===== config.mk =====
export PLATFORM = sky130hd
export DESIGN_NAME = entc_top
export DESIGN_NICKNAME = d
export VERILOG_FILES = /design/src/rtl/entc_pkg.sv /design/src/rtl/entc_sync.sv /design/src/rtl/entc_sampler.sv /design/src/rtl/entc_pair.sv /design/src/rtl/entc_top.sv
export SDC_FILE = /design/constraint.sdc
export NUM_CORES = 1
export LEC_CHECK = 0
export ABC_AREA = 1
export BUFFER_PORTS_ARGS = -buffer_cell sky130_fd_sc_hd__buf_2
export CORE_MARGIN = 1.5
export CORE_UTILIZATION = 60
export DETAILED_ROUTE_END_ITERATION = 10
export PLACE_DENSITY_LB_ADDON = 0.08
export SLEW_MARGIN = 10
export SYNTH_ARGS = -nofsm -noshare
export SYNTH_HDL_FRONTEND = slang
export SYNTH_SLANG_ARGS = --single-unit

===== constraint.sdc =====
create_clock -name clk_i -period 4.5 [get_ports clk_i]
set_input_delay 0.225 -clock clk_i [delete_from_list [all_inputs] [get_ports clk_i]]
set_output_delay 0.225 -clock clk_i [all_outputs]
set_load 0.005 [all_outputs]

===== src/rtl/entc_pkg.sv =====
package entc_pkg;

    typedef enum logic {
        PR_HOLD    = 1'b0,
        PR_COMBINE = 1'b1
    } pair_state_e;

    typedef enum logic {
        WD_FILL = 1'b0,
        WD_FULL = 1'b1
    } word_state_e;

endpackage


===== src/rtl/entc_sync.sv =====
module entc_sync #(
    parameter int WIDTH  = 32,
    parameter int STAGES = 2
) (
    input  logic             clk_i,
    input  logic             rst_i,
    input  logic [WIDTH-1:0] d_i,
    output logic [WIDTH-1:0] q_o
);

    logic [WIDTH-1:0] stage_q [STAGES];

    generate
        for (genvar g = 0; g < STAGES; g++) begin : g_stage
            if (g == 0) begin : g_first
                always_ff @(posedge clk_i) begin
                    if (rst_i) stage_q[g] <= '0;
                    else       stage_q[g] <= d_i;
                end
            end else begin : g_next
                always_ff @(posedge clk_i) begin
                    if (rst_i) stage_q[g] <= '0;
                    else       stage_q[g] <= stage_q[g-1];
                end
            end
        end
    endgenerate

    assign q_o = stage_q[STAGES-1];

endmodule


===== src/rtl/entc_sampler.sv =====
module entc_sampler #(
    parameter int NUM_OSC         = 32,
    parameter int SAMPLE_INTERVAL = 4096
) (
    input  logic               clk_i,
    input  logic               rst_i,
    input  logic [NUM_OSC-1:0] osc_sync_i,
    output logic               samp_vld_o,
    output logic               samp_bit_o
);

    localparam int CNT_W = (SAMPLE_INTERVAL > 1) ? $clog2(SAMPLE_INTERVAL) : 1;
    localparam logic [CNT_W-1:0] LAST = CNT_W'(SAMPLE_INTERVAL - 1);

    logic [CNT_W-1:0] cnt_q;
    logic             wrap;

    assign wrap = (cnt_q == LAST);

    always_ff @(posedge clk_i) begin
        if (rst_i) begin
            cnt_q      <= '0;
            samp_vld_o <= 1'b0;
            samp_bit_o <= 1'b0;
        end else begin
            cnt_q      <= wrap ? '0 : cnt_q + 1'b1;
            samp_vld_o <= wrap;
            if (wrap) samp_bit_o <= ^osc_sync_i;
        end
    end

    // a snapshot follows a counter wrap, so the counter restarts at zero
    a_r2_snap_on_wrap: assert property (@(posedge clk_i) disable iff (rst_i)
        samp_vld_o |-> (cnt_q == '0));

    // snapshots are never back to back when the interval exceeds one
    a_r2_snap_spacing: assert property (@(posedge clk_i) disable iff (rst_i)
        (samp_vld_o && (SAMPLE_INTERVAL > 1)) |=> !samp_vld_o);

endmodule


===== src/rtl/entc_pair.sv =====
module entc_pair
    import entc_pkg::*;
(
    input  logic clk_i,
    input  logic rst_i,
    input  logic samp_vld_i,
    input  logic samp_bit_i,
    output logic bit_vld_o,
    output logic bit_o
);

    pair_state_e st_q, st_d;
    logic        held_q;

    always_comb begin
        st_d = st_q;
        unique case (st_q)
            PR_HOLD:    if (samp_vld_i) st_d = PR_COMBINE;
            PR_COMBINE: if (samp_vld_i) st_d = PR_HOLD;
            default:    st_d = PR_HOLD;
        endcase
    end

    always_ff @(posedge clk_i) begin
        if (rst_i) st_q <= PR_HOLD;
        else       st_q <= st_d;
    end

    always_ff @(posedge clk_i) begin
        if (rst_i) begin
            held_q    <= 1'b0;
            bit_vld_o <= 1'b0;
            bit_o     <= 1'b0;
        end else begin
            bit_vld_o <= 1'b0;
            unique case (st_q)
                PR_HOLD: if (samp_vld_i) held_q <= samp_bit_i;
                PR_COMBINE: if (samp_vld_i) begin
                    bit_vld_o <= 1'b1;
                    bit_o     <= held_q ^ samp_bit_i;
                end
                default: ;
            endcase
        end
    end

    // a snapshot in PR_HOLD moves to PR_COMBINE without emitting
    a_r8_hold_to_combine: assert property (@(posedge clk_i) disable iff (rst_i)
        (samp_vld_i && st_q == PR_HOLD) |=> (st_q == PR_COMBINE && !bit_vld_o));

    // an emitted bit always leaves the combiner back in PR_HOLD
    a_r3_emit_returns_hold: assert property (@(posedge clk_i) disable iff (rst_i)
        bit_vld_o |-> (st_q == PR_HOLD));

endmodule


===== src/rtl/entc_top.sv =====
module entc_top
    import entc_pkg::*;
#(
    parameter int NUM_OSC         = 32,
    parameter int SAMPLE_INTERVAL = 4096,
    parameter int WORD_W          = 32,
    parameter int SYNC_STAGES     = 2
) (
    input  logic               clk_i,
    input  logic               rst_i,
    input  logic [NUM_OSC-1:0] osc_i,
    input  logic               rd_i,
    output logic               data_ready_o,
    output logic [WORD_W-1:0]  entropy_o
);

    localparam int FRESH_W = $clog2(WORD_W + 1);
    localparam logic [FRESH_W-1:0] LAST_FRESH = FRESH_W'(WORD_W - 1);

    logic [NUM_OSC-1:0] osc_sync;
    logic               samp_vld, samp_bit;
    logic               bit_vld, ebit;
    logic [FRESH_W-1:0] fresh_q;
    word_state_e        st_q, st_d;

    entc_sync #(.WIDTH(NUM_OSC), .STAGES(SYNC_STAGES)) sync_i (
        .clk_i (clk_i),
        .rst_i (rst_i),
        .d_i   (osc_i),
        .q_o   (osc_sync)
    );

    entc_sampler #(.NUM_OSC(NUM_OSC), .SAMPLE_INTERVAL(SAMPLE_INTERVAL)) samp_i (
        .clk_i      (clk_i),
        .rst_i      (rst_i),
        .osc_sync_i (osc_sync),
        .samp_vld_o (samp_vld),
        .samp_bit_o (samp_bit)
    );

    entc_pair pair_i (
        .clk_i      (clk_i),
        .rst_i      (rst_i),
        .samp_vld_i (samp_vld),
        .samp_bit_i (samp_bit),
        .bit_vld_o  (bit_vld),
        .bit_o      (ebit)
    );

    // word tracker next state
    always_comb begin
        st_d = st_q;
        unique case (st_q)
            WD_FILL: if (bit_vld && !rd_i && fresh_q == LAST_FRESH) st_d = WD_FULL;
            WD_FULL: if (rd_i) st_d = WD_FILL;
            default: st_d = WD_FILL;
        endcase
    end

    always_ff @(posedge clk_i) begin
        if (rst_i) st_q <= WD_FILL;
        else       st_q <= st_d;
    end

    // outputs and datapath
    always_ff @(posedge clk_i) begin
        if (rst_i) begin
            entropy_o <= '0;
            fresh_q   <= '0;
        end else begin
            if (bit_vld) entropy_o <= {entropy_o[WORD_W-2:0], ebit};
            if (rd_i)
                fresh_q <= '0;
            else if (bit_vld && st_q == WD_FILL)
                fresh_q <= fresh_q + 1'b1;
        end
    end

    assign data_ready_o = (st_q == WD_FULL);

    // a read drops the ready flag on the following cycle
    a_r6_read_clears: assert property (@(posedge clk_i) disable iff (rst_i)
        rd_i |=> !data_ready_o);

    // without a read the ready flag holds
    a_r7_ready_sticky: assert property (@(posedge clk_i) disable iff (rst_i)
        (data_ready_o && !rd_i) |=> data_ready_o);

    // a landing bit moves the older bits one place up
    a_r4_shift_up: assert property (@(posedge clk_i) disable iff (rst_i)
        bit_vld |=> (entropy_o[WORD_W-1:1] == $past(entropy_o[WORD_W-2:0])));

    // ready only rises once a full word of fresh bits is tallied
    a_r5_rise_full: assert property (@(posedge clk_i) disable iff (rst_i)
        $rose(data_ready_o) |-> (fresh_q == FRESH_W'(WORD_W)));

    // without a landing bit the word holds still
    a_r4_word_stable: assert property (@(posedge clk_i) disable iff (rst_i)
        !bit_vld |=> $stable(entropy_o));

endmodule


# Word-level counts from Yosys, hierarchy flattened
# Memories as Yosys holds them, arrays and structs flattened.
# Index checks and enable logic that the tools add are counted.
dict set report totals {
  reg_bits 57
  ramBits 64
  inputBits 35
  out_inout_bits 33
  mem_count 1
}
# memory depth width read_ports rd_ports_with_merged_regs wr line_no
set mem_list {}
lappend mem_list {sync_i.stage_q 2 32 2 0 2 entc_sync.sv:11} ;# logic [WIDTH-1:0] stage_q [STAGES];
dict set report classes {
  addsub 2
  eq_ne 2
  muxes 11
  bitwise 5
  reduce_logical 10
}
# cell n
set op_table {}
lappend op_table {{$mux 32} 2}
lappend op_table {{$reduce_xor 32->1} 1}
lappend op_table {{$add 12x1->12 const B} 1}
lappend op_table {{$eq 12x12->1 const B} 1}
lappend op_table {{$mux 1} 7}
lappend op_table {{$add 6x1->6 const B} 1}
lappend op_table {{$eq 6x5->1 const B} 1}
lappend op_table {{$reduce_or 2->1} 3}
lappend op_table {{$pmux 1 s2} 2}
lappend op_table {{$reduce_and 2->1} 2}
lappend op_table {{$logic_and 1x1->1} 3}
lappend op_table {{$not 1->1} 2}
lappend op_table {{$or 1x1->1} 2}
lappend op_table {{$logic_not 1->1} 1}
lappend op_table {{$xor 1x1->1} 1}

# Logic depth before layout (Yosys ltp)
# Gate-level depths: netlist (run 1).
dict set report depth {
  word_depth 5
  mapped_depth 13
  mapped_depth_nobuf 13
}

# Hierarchy
# From an unflattened synthesis (run 1), not the netlist that was laid out.
dict set report hier_totals {
  cells_unflattened 676
  area_unflattened_um2 4798.4
}
# mod instances cells_per_inst area_each_um2 seq_area_each_um2
set modules_own_cells {}
lappend modules_own_cells {entc_sync 1 199 1840.5 1281.2}
lappend modules_own_cells {entc_top 1 183 1396.3 780.7}
lappend modules_own_cells {entc_sampler 1 273 1390.1 280.3}
lappend modules_own_cells {entc_pair 1 21 171.4 80.1}

# Worst setup path before layout (run 1)
# No wires, ideal clock.
dict set report synth_path {
  path_kind {reg-to-reg}
  start {reg samp_i.cnt_q[0]}
  end {reg samp_i.cnt_q[9]}
  setup_time_ns 0.122
  arrival_time_ns 1.276
  required_time_ns 4.378
  path_slack_ns 3.102
  stages_incl_launch_ff 10
  path_buffers 1
  synth_period_minus_slack_ns 1.398
  cell_sequence {dfxtp_1 ha_1 nand2_1 inv_1 nand3_2 nor3_2 nand4_1 nand2_1 buf_4 a21oi_1}
}
dict set report synth_via {
  elab_chain_cells 2
  word_cells_on_any_way 3
  cone_classes {1 x add/sub; 1 x eq/ne; 1 x reduce/logical}
}
# item line_no
set synth_rtl {}
lappend synth_rtl {{start, declared} entc_sampler.sv:15} ;# logic [CNT_W-1:0] cnt_q;
lappend synth_rtl {{start signal, assigned} entc_sampler.sv:26} ;# cnt_q <= wrap ? '0 : cnt_q + 1'b1;
lappend synth_rtl {{branches (longest 2 deep; another with $add 12x1->12)} n/a}
# Parallel ways; which one is timed is not known.
# A chain may end at the register's enable or synchronous reset.

# Final worst setup path (run 1)
dict set report layout_path {
  start {reg pair_i.bit_vld_o}
  end {reg st_q (netlist: data_ready_o)}
}
dict set report layout_via {
  elab_chain_cells 4
}
# item line_no
set layout_rtl {}
lappend layout_rtl {{start, declared} entc_pair.sv:8} ;# output logic bit_vld_o,
lappend layout_rtl {{start signal, assigned} entc_pair.sv:32} ;# bit_vld_o <= 1'b0;
lappend layout_rtl {{start signal, assigned} entc_pair.sv:35} ;# bit_vld_o <= 1'b0;
lappend layout_rtl {{start signal, assigned} entc_pair.sv:39} ;# bit_vld_o <= 1'b1;
lappend layout_rtl {{$logic_and 1x1->1 (2 in a row)} entc_top.sv:54} ;# WD_FILL: if (bit_vld && !rd_i && fresh_q == LAST_FRESH) st_d = WD_FULL;
lappend layout_rtl {{$mux 1} entc_top.sv:54}
lappend layout_rtl {{$pmux 1 s2} entc_top.sv:53} ;# unique case (st_q)
lappend layout_rtl {{end signal, assigned} entc_top.sv:62} ;# else st_q <= st_d;
lappend layout_rtl {{end, declared} entc_top.sv:24} ;# word_state_e st_q, st_d;
# No other way between the ends.

==> results of run 1 <==
-- metrics by stage --
stage	setup WS (ns)	utilization [%]
6_report	2.26	79.2
4_1_cts	2.25	79.2
3_5_place_dp	2.26	66.8
3_3_place_gp	2.33	66.8
5_1_grt	1.89	79.2
2_1_floorplan	3.10	-
-- kinds of logic (layout without fill, tap and decap cells) --
group / count (synthesis) / after routing / share of synthesized area [%]
buffers and inverters: 138 / 251 / 11.0
flip-flops: 121 / 121 / 50.8
AND/OR/NAND/NOR: 366 / 366 / 30.6
XOR/XNOR: 8 / 8 / 1.47
adder cells (fa/ha/maj): 4 / 4 / 1.05
AO/OA/AOI/OAI: 46 / 46 / 5.06
-- cells in the mapped netlist, drive strengths merged --
| library cell | n | area [sq um] |
|---|---|---|
| nand2 | 193 | 724 |
| nor2 | 148 | 566 |
| dfxtp | 121 | 2420 |
| inv | 119 | 447 |
| o21ai | 35 | 175 |
| clkbuf | 16 | 60.1 |
| nand3 | 11 | 60.1 |
| a21oi | 8 | 43.8 |
| nor3 | 7 | 50.1 |
| xnor2 | 5 | 43.8 |
| ha | 4 | 50.1 |
| buf | 3 | 16.3 |
| xor2 | 3 | 26.3 |
| nand4 | 2 | 12.5 |
| nor3b | 2 | 15.0 |
| or2 | 2 | 12.5 |
| a211oi | 1 | 7.51 |
| nor4 | 1 | 21.3 |
| o211ai | 1 | 7.51 |
| o21a | 1 | 7.51 |
-- registers in the layout, indices dropped and copies added (netlist names), 6 cells and up --
signal          flops
sync_i.stage_q     64
entropy_o          32
fresh_q             6
samp_i.cnt_q       12
-- final timing paths --
path	end	depth (start not counted)	from	slack, ns
max reg2reg	data_ready_o$_SDFF_PP0_	10	pair_i.bit_vld_o$_SDFF_PP0_	2.26
min reg2reg	sync_i.stage_q[1][18]$_SDFF_PP0_	2	sync_i.stage_q[0][18]$_SDFF_PP0_	0.40
min	data_ready_o$_SDFF_PP0_	3	rd_i	0.05
max	data_ready_o$_SDFF_PP0_	10	pair_i.bit_vld_o$_SDFF_PP0_	2.26
-- tightest hold or removal path: cells and delay by family --
| family | cells | cell delay, ns |
|---|---|---|
| AO/OA/AOI/OAI | 1 | 0.04 |
| buffers and inverters | 1 | 0.07 |
| AND/OR/NAND/NOR | 1 | 0.18 |
-- routing by layer --
layer	track usage (%)	share of wire, %	up-vias
li1	-	-	2216
met1	24.8	45	1839
met2	43.0	52	72
met3	5.89	2.8	8
met4	9.74	1.1	0
met5	0	0	-
-- layout make-up --
class / count / area share, %
Tap cell: 102 / 2.09
Inverter: 119 / 7.30
Clock inverter: 10 / 2.70
Timing Repair Buffer: 100 / 10.8
Multi-Input combinational cell: 424 / 29.8
Sequential cell: 121 / 39.6
Clock buffer: 22 / 7.73
-- power groups by stage --
stage | registers [W] | clock network [W] | logic [W]
global placement | 0.00114 | 0 | 0.000129
floorplan | 0.00113 | 0 | 0.000104
CTS | 0.00111 | 0.00145 | 0.000158
finish | 0.00111 | 0.00143 | 0.000160
detailed placement | 0.00114 | 0 | 0.000135
global route | 0.00112 | 0.00149 | 0.000186
==> out/results.txt, run 1 <==
initial DRC count = 102
clock slew at reported path FFs = 0.06 ns
internal power = 0.00213 W
die width = 92.1 um
Slew @ Worst Pin = 0.852 ns
H-tree Lvls = 4
final hold vios = 0
critical path startpoint category = flip-flop
Netlist cell types = 28
setup TNS = 0 ns
clock tree from TritonCTS = done
IR drop worst, VDD = 0.000293 V
Critical Path RT = 4.95 ns
number of global-route vias before repair = 4023
pwr dens = 441 nW/um^2
die area = 8490 sq um
Die Ht = 92.1 um
cell chain of the critical path = inv_2 > nor2_4 > inv_2 > nor3_2 > inv_2 > nor2_2 > nand2_1 > inv_2 > nand2_1 > a21oi_2
fin cells = 898
max incr delay on CP = 0.87 ns
antenna fix cells = 0
part of the Yosys area used for sequential elements = 50.8%
Fillers = 537
switching share of power = 21.2%
post-CTS sizing = 0
post-synthesis cell count = 683
DP Area = 5160 sq um
Placer Congestion = 0.736
Crit path buffers/inverters = 4
Fmax achieved = 446 MHz
postcts setup bufs = 0
fin crit share = 49.8%
critical path's slowest cell = dfxtp_1
post-route cell area = 6120 sq um
CTS Root Cell = clkbuf_8
Setup Skew = 0.00910 ns
switching pwr = 0.000572 W
layout net count = 822
unrepaired setup endpoints after global routing = false
critical path data arrival time = 2.69 ns
routed vias = 4135
Flop pwr share = 41.3%
first-pass GRT wire length = 15.8 mm
Clock Power Share = 52.8%
Inst Count DP = 834
DRT antenna net count = 0
final setup vio count = 0
initial antenna violation count = 0
Placeable Area = 7730 sq um
Comb pwr share = 5.9%
Ports = 68
DRC errors left = 0
gr usage total = 23.2%
CP Max Fanout = 33
Yosys warnings = 0
area delta synth->final = 28.4%
syn_nets = 722
total grt overflow = 0
Final min period = 2.24 ns
Worst Hold Class = input port to flip-flop
commonest non-fill, non-tap cell in the layout = nand2_1
total chip power = 0.00270 W
cts bufs inserted = 17
clk_lat worst skew = 0.51 ns
# Max-Cap Violations = 0
synthesized flop and latch total = 121
most frequent cells in the layout = nand2_1 (193), nor2_1 (146), dfxtp_1 (121)
critical path type = flip-flop to flip-flop
hpwl dp = 5.30 mm
Multi-input gate area = 1820 sq um
largest net degree at the start of global routing = 71
Sink Count = 121
layout cells sized above 1 = 14.2%
Hold Slack = 0.0504 ns
starting density of the core = 61.7%
slew margin rel. = 43.1%
mapped cell area = 4770 sq um
DR WL/cell = 9.99 um
Register Area = 2420 sq um
DRT Pass-1 Iters = 4
Port Buf Inserts = 67
fin. max-slew vios = 0
Hold Buf Count CTS = 32
Worst path most repeated cell = inv_2
DRT Wirelength = 8.97 mm
Critical Path End Type = flip-flop
Worst path top cell family by delay = flip-flops
Site Rows = 32
leakage = 3.22 nW
DR vias/cell = 4.60
maximum buffer depth of the clock tree = 2
status = complete, no violations
Avg Cell Area, Syn = 6.98 sq um
No activity file was read; power rests on OpenSTA's default activity.
==> run 2, diff against run 1 <==
--- a/config.mk
+++ b/config.mk
@@ -8,7 +8,7 @@
 export ABC_AREA = 1
 export BUFFER_PORTS_ARGS = -buffer_cell sky130_fd_sc_hd__buf_2
 export CORE_MARGIN = 1.5
-export CORE_UTILIZATION = 60
+export CORE_UTILIZATION = 51
 export DETAILED_ROUTE_END_ITERATION = 10
 export PLACE_DENSITY_LB_ADDON = 0.08
 export SLEW_MARGIN = 10
==> constraint.sdc (replaced) <==
create_clock -name clk_i -period 1.8 [get_ports clk_i]
set_input_delay 0.09 -clock clk_i [delete_from_list [all_inputs] [get_ports clk_i]]
set_output_delay 0.09 -clock clk_i [all_outputs]
set_load 0.005 [all_outputs]
==> run 2 against run 1 <==
- clock skew decreased by 0.0041 ns
- clock power increased by 140%
- core utilization decreased by 12 points
- sequential power increased to 2.5 times the previous value
- register-to-register slack got worse by 2.0 ns
- design area increased by 0.76%
- wire length decreased by 6.1%
- global-route usage decreased by 5.0 points
- clock-buffer cell count decreased by 4
- first-iteration DRC count increased by 33%
- hold slack improved by 0.26 ns
- cell count increased by 1.9%
- critical path type unchanged
- largest power group unchanged
==> out/results.txt, run 2 (synthesis gave the netlist of run 1 again) <==
cell chain of the critical path = ha_1 > nand2_1 > inv_1 > nand3_2 > nor3_2 > nand4_1 > nand2_2 > nor3b_1
first-pass GRT wire length = 14.6 mm
CP Max Fanout = 11
number of global-route vias before repair = 3668
Comb pwr share = 6.2%
Fmax achieved = 642 MHz
Setup Skew = 0.00504 ns
Hold Slack = 0.314 ns
initial antenna violation count = 0
slew margin rel. = 75.5%
fin crit share = 86.6%
critical path data arrival time = 1.95 ns
fin cells = 915
Worst Hold Class = input port to flip-flop
DR vias/cell = 4.46
Largest register FFs = 64
routed vias = 4077
die width = 99.7 um
unrepaired setup endpoints after global routing = false
Register Area = 2420 sq um
Placer Congestion = 0.742
Regs by FF count = sync_i.stage_q (64), entropy_o (32), samp_i.cnt_q (12)
largest net degree at the start of global routing = 40
total grt overflow = 0
CTS Root Cell = clkbuf_8
Die Ht = 99.7 um
clock tree from TritonCTS = done
Ports = 68
DRT antenna net count = 0
pwr dens = 1070 nW/um^2
pre-CTS setup slack = 0.144 ns
DRC errors left = 0
Inst Count DP = 847
IR drop worst, VDD = 0.000583 V
most frequent cells in the layout = nand2_1 (192), nor2_1 (146), dfxtp_1 (121)
Crit path buffers/inverters = 1
Clock Power Share = 51.5%
antenna fix cells = 0
final hold vios = 0
Flop pwr share = 42.4%
largest reg by FF count = sync_i.stage_q
# Max-Cap Violations = 0
commonest non-fill, non-tap cell in the layout = nand2_1
die area = 9940 sq um
final setup vio count = 0
area delta synth->final = 29.3%
H-tree Lvls = 4
postcts setup bufs = 0
cts bufs inserted = 17
fin. max-slew vios = 0
Placeable Area = 9150 sq um
clk_lat worst skew = 0.51 ns
Slew @ Worst Pin = 0.367 ns
final worst setup slack = 0.242 ns
starting density of the core = 52.1%
setup TNS = 0 ns
status = complete, no violations
hpwl dp = 5.38 mm
gr usage total = 18.2%
layout cells sized above 1 = 14.8%
Port Buf Inserts = 67
leakage = 3.23 nW
Critical Path End Type = flip-flop
internal power = 0.00508 W
Critical Path RT = 2.19 ns
initial DRC count = 136
critical path startpoint category = flip-flop
Final min period = 1.56 ns
Site Rows = 35
Multi-input gate area = 1830 sq um
DR WL/cell = 9.21 um
DRT Wirelength = 8.42 mm
clock slew at reported path FFs = 0.06 ns
maximum buffer depth of the clock tree = 2
switching pwr = 0.00149 W
critical path type = flip-flop to flip-flop
critical path's slowest cell = dfxtp_1
Sink Count = 121
Worst path top cell family by delay = simple AND/OR/NAND/NOR gates
layout net count = 830
DRT Pass-1 Iters = 4
switching share of power = 22.6%
max incr delay on CP = 0.35 ns
Fillers = 741
-- run 2: what timing repair did --
item | 4_1_cts | 5_1_grt
gates resized for setup | 0 | 1
hold buffers | 36 | 0
setup endpoints to repair | 0 | 11
endpoints found under the hold margin | 39 | 0
-- run 2: path summary, 6_finish.rpt --
kind,start,endpoint,slack (ns),cells after the start
max reg2reg,samp_i.cnt_q[0]$_SDFF_PP0_,samp_i.cnt_q[4]$_SDFF_PP0_,0.24,8
min reg2reg,sync_i.stage_q[0][2]$_SDFF_PP0_,sync_i.stage_q[1][2]$_SDFF_PP0_,0.39,2
max,samp_i.cnt_q[0]$_SDFF_PP0_,samp_i.cnt_q[4]$_SDFF_PP0_,0.24,8
min,osc_i[4],sync_i.stage_q[0][4]$_SDFF_PP0_,0.31,4
-- run 2: metrics by stage --
stage	power [W]	cell area, sq um	util (%)
after CTS	0.00664	6160	67.4
after detailed placement	0.00319	5200	56.9
final	0.00657	6170	67.4
after global placement	0.00317	5200	56.9
after floorplan	0.00310	4770	-
after global routing	0.00684	6170	67.4
-- run 2: worst register-to-register path: stages (launching register included) --
cell     delay [ns]
dfxtp_1        0.35
ha_1           0.17
nand2_1        0.05
inv_1          0.10
nand3_2        0.13
nor3_2         0.18
nand4_1        0.16
nand2_2        0.22
nor3b_1        0.08
-- run 2: layout make-up --
cell class,instances,share of cell area (%)
clock buffers,18,6.94
multi-input cells,424,29.6
clock inverters,14,2.80
flip-flops and latches,121,39.3
repair buffers,108,11.9
well taps,111,2.25
inverters,119,7.24
-- run 2: power by group through the flow --
stage | clock, W | sequential [W] | combinational (W)
floorplan | 0 | 0.00284 | 0.000260
global placement | 0 | 0.00284 | 0.000332
detailed placement | 0 | 0.00284 | 0.000345
CTS | 0.00345 | 0.00278 | 0.000406
global route | 0.00358 | 0.00279 | 0.000471
finish | 0.00338 | 0.00278 | 0.000404
-- run 2: per-layer routing --
metal	global-route usage, %	vias up	wire length [um]	part of all wire, %
met1	20.4	1773	3990	47
li1	-	2225	-	-
met4	8.56	0	134	1.6
met3	4.99	13	258	3.1
met2	32.1	66	4040	48
met5	0	-	0	0
==> run 3, diff against run 2 <==
--- a/config.mk
+++ b/config.mk
@@ -7,8 +7,11 @@
 export LEC_CHECK = 0
 export ABC_AREA = 1
 export BUFFER_PORTS_ARGS = -buffer_cell sky130_fd_sc_hd__buf_2
+export CORE_ASPECT_RATIO = 2
 export CORE_MARGIN = 1.5
 export CORE_UTILIZATION = 51
+export CTS_BUF_LIST = sky130_fd_sc_hd__clkbuf_4 sky130_fd_sc_hd__clkbuf_8 sky130_fd_sc_hd__clkbuf_16
+export CTS_CLUSTER_SIZE = 25
 export DETAILED_ROUTE_END_ITERATION = 10
 export PLACE_DENSITY_LB_ADDON = 0.08
 export SLEW_MARGIN = 10
==> run 3 against run 2 <==
- clock-buffer cell count grew 1
- first-iteration DRC count is 20% lower
- clock power barely moved
==> out/results.txt, run 3 (synthesis gave the netlist of run 1 again) <==
initial antenna violation count = 0
number of global-route vias before repair = 4100
cts bufs inserted = 17
Regs by FF count = sync_i.stage_q (64), entropy_o (32), samp_i.cnt_q (12)
largest reg by FF count = sync_i.stage_q
Worst Hold Class = input port to flip-flop
final setup vio count = 0
initial DRC count = 109
area delta synth->final = 28.4%
DRT Pass-1 Iters = 4
Slew @ Worst Pin = 0.403 ns
Fmax achieved = 647 MHz
Port Buf Inserts = 67
leakage = 3.22 nW
CTS Root Cell = clkbuf_16
Placeable Area = 9010 sq um
DR WL/cell = 10.4 um
slew margin rel. = 73.1%
CP Max Fanout = 11
most frequent cells in the layout = nand2_1 (192), nor2_1 (146), dfxtp_1 (121)
routed vias = 4254
critical path type = flip-flop to flip-flop
Placer Congestion = 0.786
Inst Count DP = 838
r2r setup slk = 0.25 ns
Final min period = 1.55 ns
largest net degree at the start of global routing = 41
DRT Wirelength = 9.35 mm
first-pass GRT wire length = 15.9 mm
# Max-Cap Violations = 0
DRC errors left = 0
clock slew at reported path FFs = 0.06 ns
total chip power = 0.00657 W
clk_lat worst skew = 0.41 ns
unrepaired setup endpoints after global routing = false
gr usage total = 20.1%
Fillers = 749
maximum buffer depth of the clock tree = 2
critical path data arrival time = 1.83 ns
Critical Path RT = 2.09 ns
Sink Count = 121
DR vias/cell = 4.71
clock tree from TritonCTS = done
Final Util = 68.0%
Register Area = 2420 sq um
Setup Skew = 0.00564 ns
die width = 71.4 um
H-tree Lvls = 4
total grt overflow = 0
setup TNS = 0 ns
Multi-input gate area = 1830 sq um
fin cells = 903
worst r2r path cells = 8
fin. max-slew vios = 0
fin crit share = 85.8%
pre-CTS setup slack = 0.169 ns
layout net count = 827
starting density of the core = 52.9%
r2r startpoint = samp_i.cnt_q[0]$_SDFF_PP0_
Worst R2R End = samp_i.cnt_q[11]$_SDFF_PP0_
status = complete, no violations
final worst setup slack = 0.255 ns
Die Ht = 140 um
pwr dens = 1070 nW/um^2
IR drop worst, VDD = 0.000877 V
Hold Path Sink = data_ready_o$_SDFF_PP0_
antenna fix cells = 0
hpwl dp = 6.03 mm
final hold vios = 0
critical path startpoint category = flip-flop
Site Rows = 49
Ports = 68
Hold Startpoint = rst_i
commonest non-fill, non-tap cell in the layout = nand2_1
DRT antenna net count = 0
hold depth = 3
Largest register FFs = 64
layout cells sized above 1 = 14.9%
die area = 9970 sq um
Critical Path End Type = flip-flop
-- run 3: metal layers --
metal / vias to the layer above / global-route usage, % / part of all wire [%]
li1: 2222 / - / -
met1: 1932 / 18.4 / 38
met2: 75 / 38.4 / 56
met3: 25 / 5.36 / 2.9
met4: 0 / 10.5 / 2.9
met5: - / 0 / 0
-- run 3: worst max-delay path: stages (launching register included) --
cell     delay [ns]
dfxtp_1        0.35
ha_1           0.18
nand2_1        0.06
inv_1          0.10
nand3_2        0.12
nor3_2         0.18
nand4_1        0.15
nand2_2        0.21
nor2_1         0.08
-- run 3: worst max path at each step --
stage	startpoint	end	slack, ns	cells past startpoint
6_report	samp_i.cnt_q[0]$_SDFF_PP0_	samp_i.cnt_q[11]$_SDFF_PP0_	0.25	8
3_5_place_dp	samp_i.cnt_q[0]$_SDFF_PP0_	samp_i.cnt_q[6]$_SDFF_PP0_	0.17	8
3_3_place_gp	samp_i.cnt_q[0]$_SDFF_PP0_	samp_i.cnt_q[4]$_SDFF_PP0_	0.22	8
4_1_cts	samp_i.cnt_q[0]$_SDFF_PP0_	samp_i.cnt_q[11]$_SDFF_PP0_	0.16	8
2_1_floorplan	samp_i.cnt_q[0]$_SDFF_PP0_	samp_i.cnt_q[9]$_SDFF_PP0_	0.40	9
5_1_grt	samp_i.cnt_q[0]$_SDFF_PP0_	samp_i.cnt_q[7]$_SDFF_PP0_	0.07	8
-- run 3: where the power goes --
part / leakage (nW) / total (W) / switching, W / internal, W
logic: 1.95 / 0.000408 / 0.000229 / 0.000179
clock network: 0.284 / 0.00338 / 0.00117 / 0.00221
registers: 0.989 / 0.00279 / 0.0000324 / 0.00275
-- run 3: what timing repair did --
action,4_1_cts,5_1_grt
endpoints found under the setup margin,0,11
buffers inserted,0,0
endpoints found under the hold margin,33,0
hold buffers,33,0
gates resized for setup,0,1
-- run 3: through the flow --
stage,instance area [sq um],hold WS [ns]
finish,6120,0.115
global placement,5190,0.292
global route,6120,0.165
CTS,6120,0.105
floorplan,4770,0.197
detailed placement,5190,0.295
-- run 3: layout make-up --
cell class / instances / area share [%]
clock inverters: 13 / 2.49
clock buffers: 19 / 7.29
multi-input cells: 424 / 29.8
inverters: 119 / 7.29
well taps: 102 / 2.08
flip-flops and latches: 121 / 39.6
repair buffers: 105 / 11.5
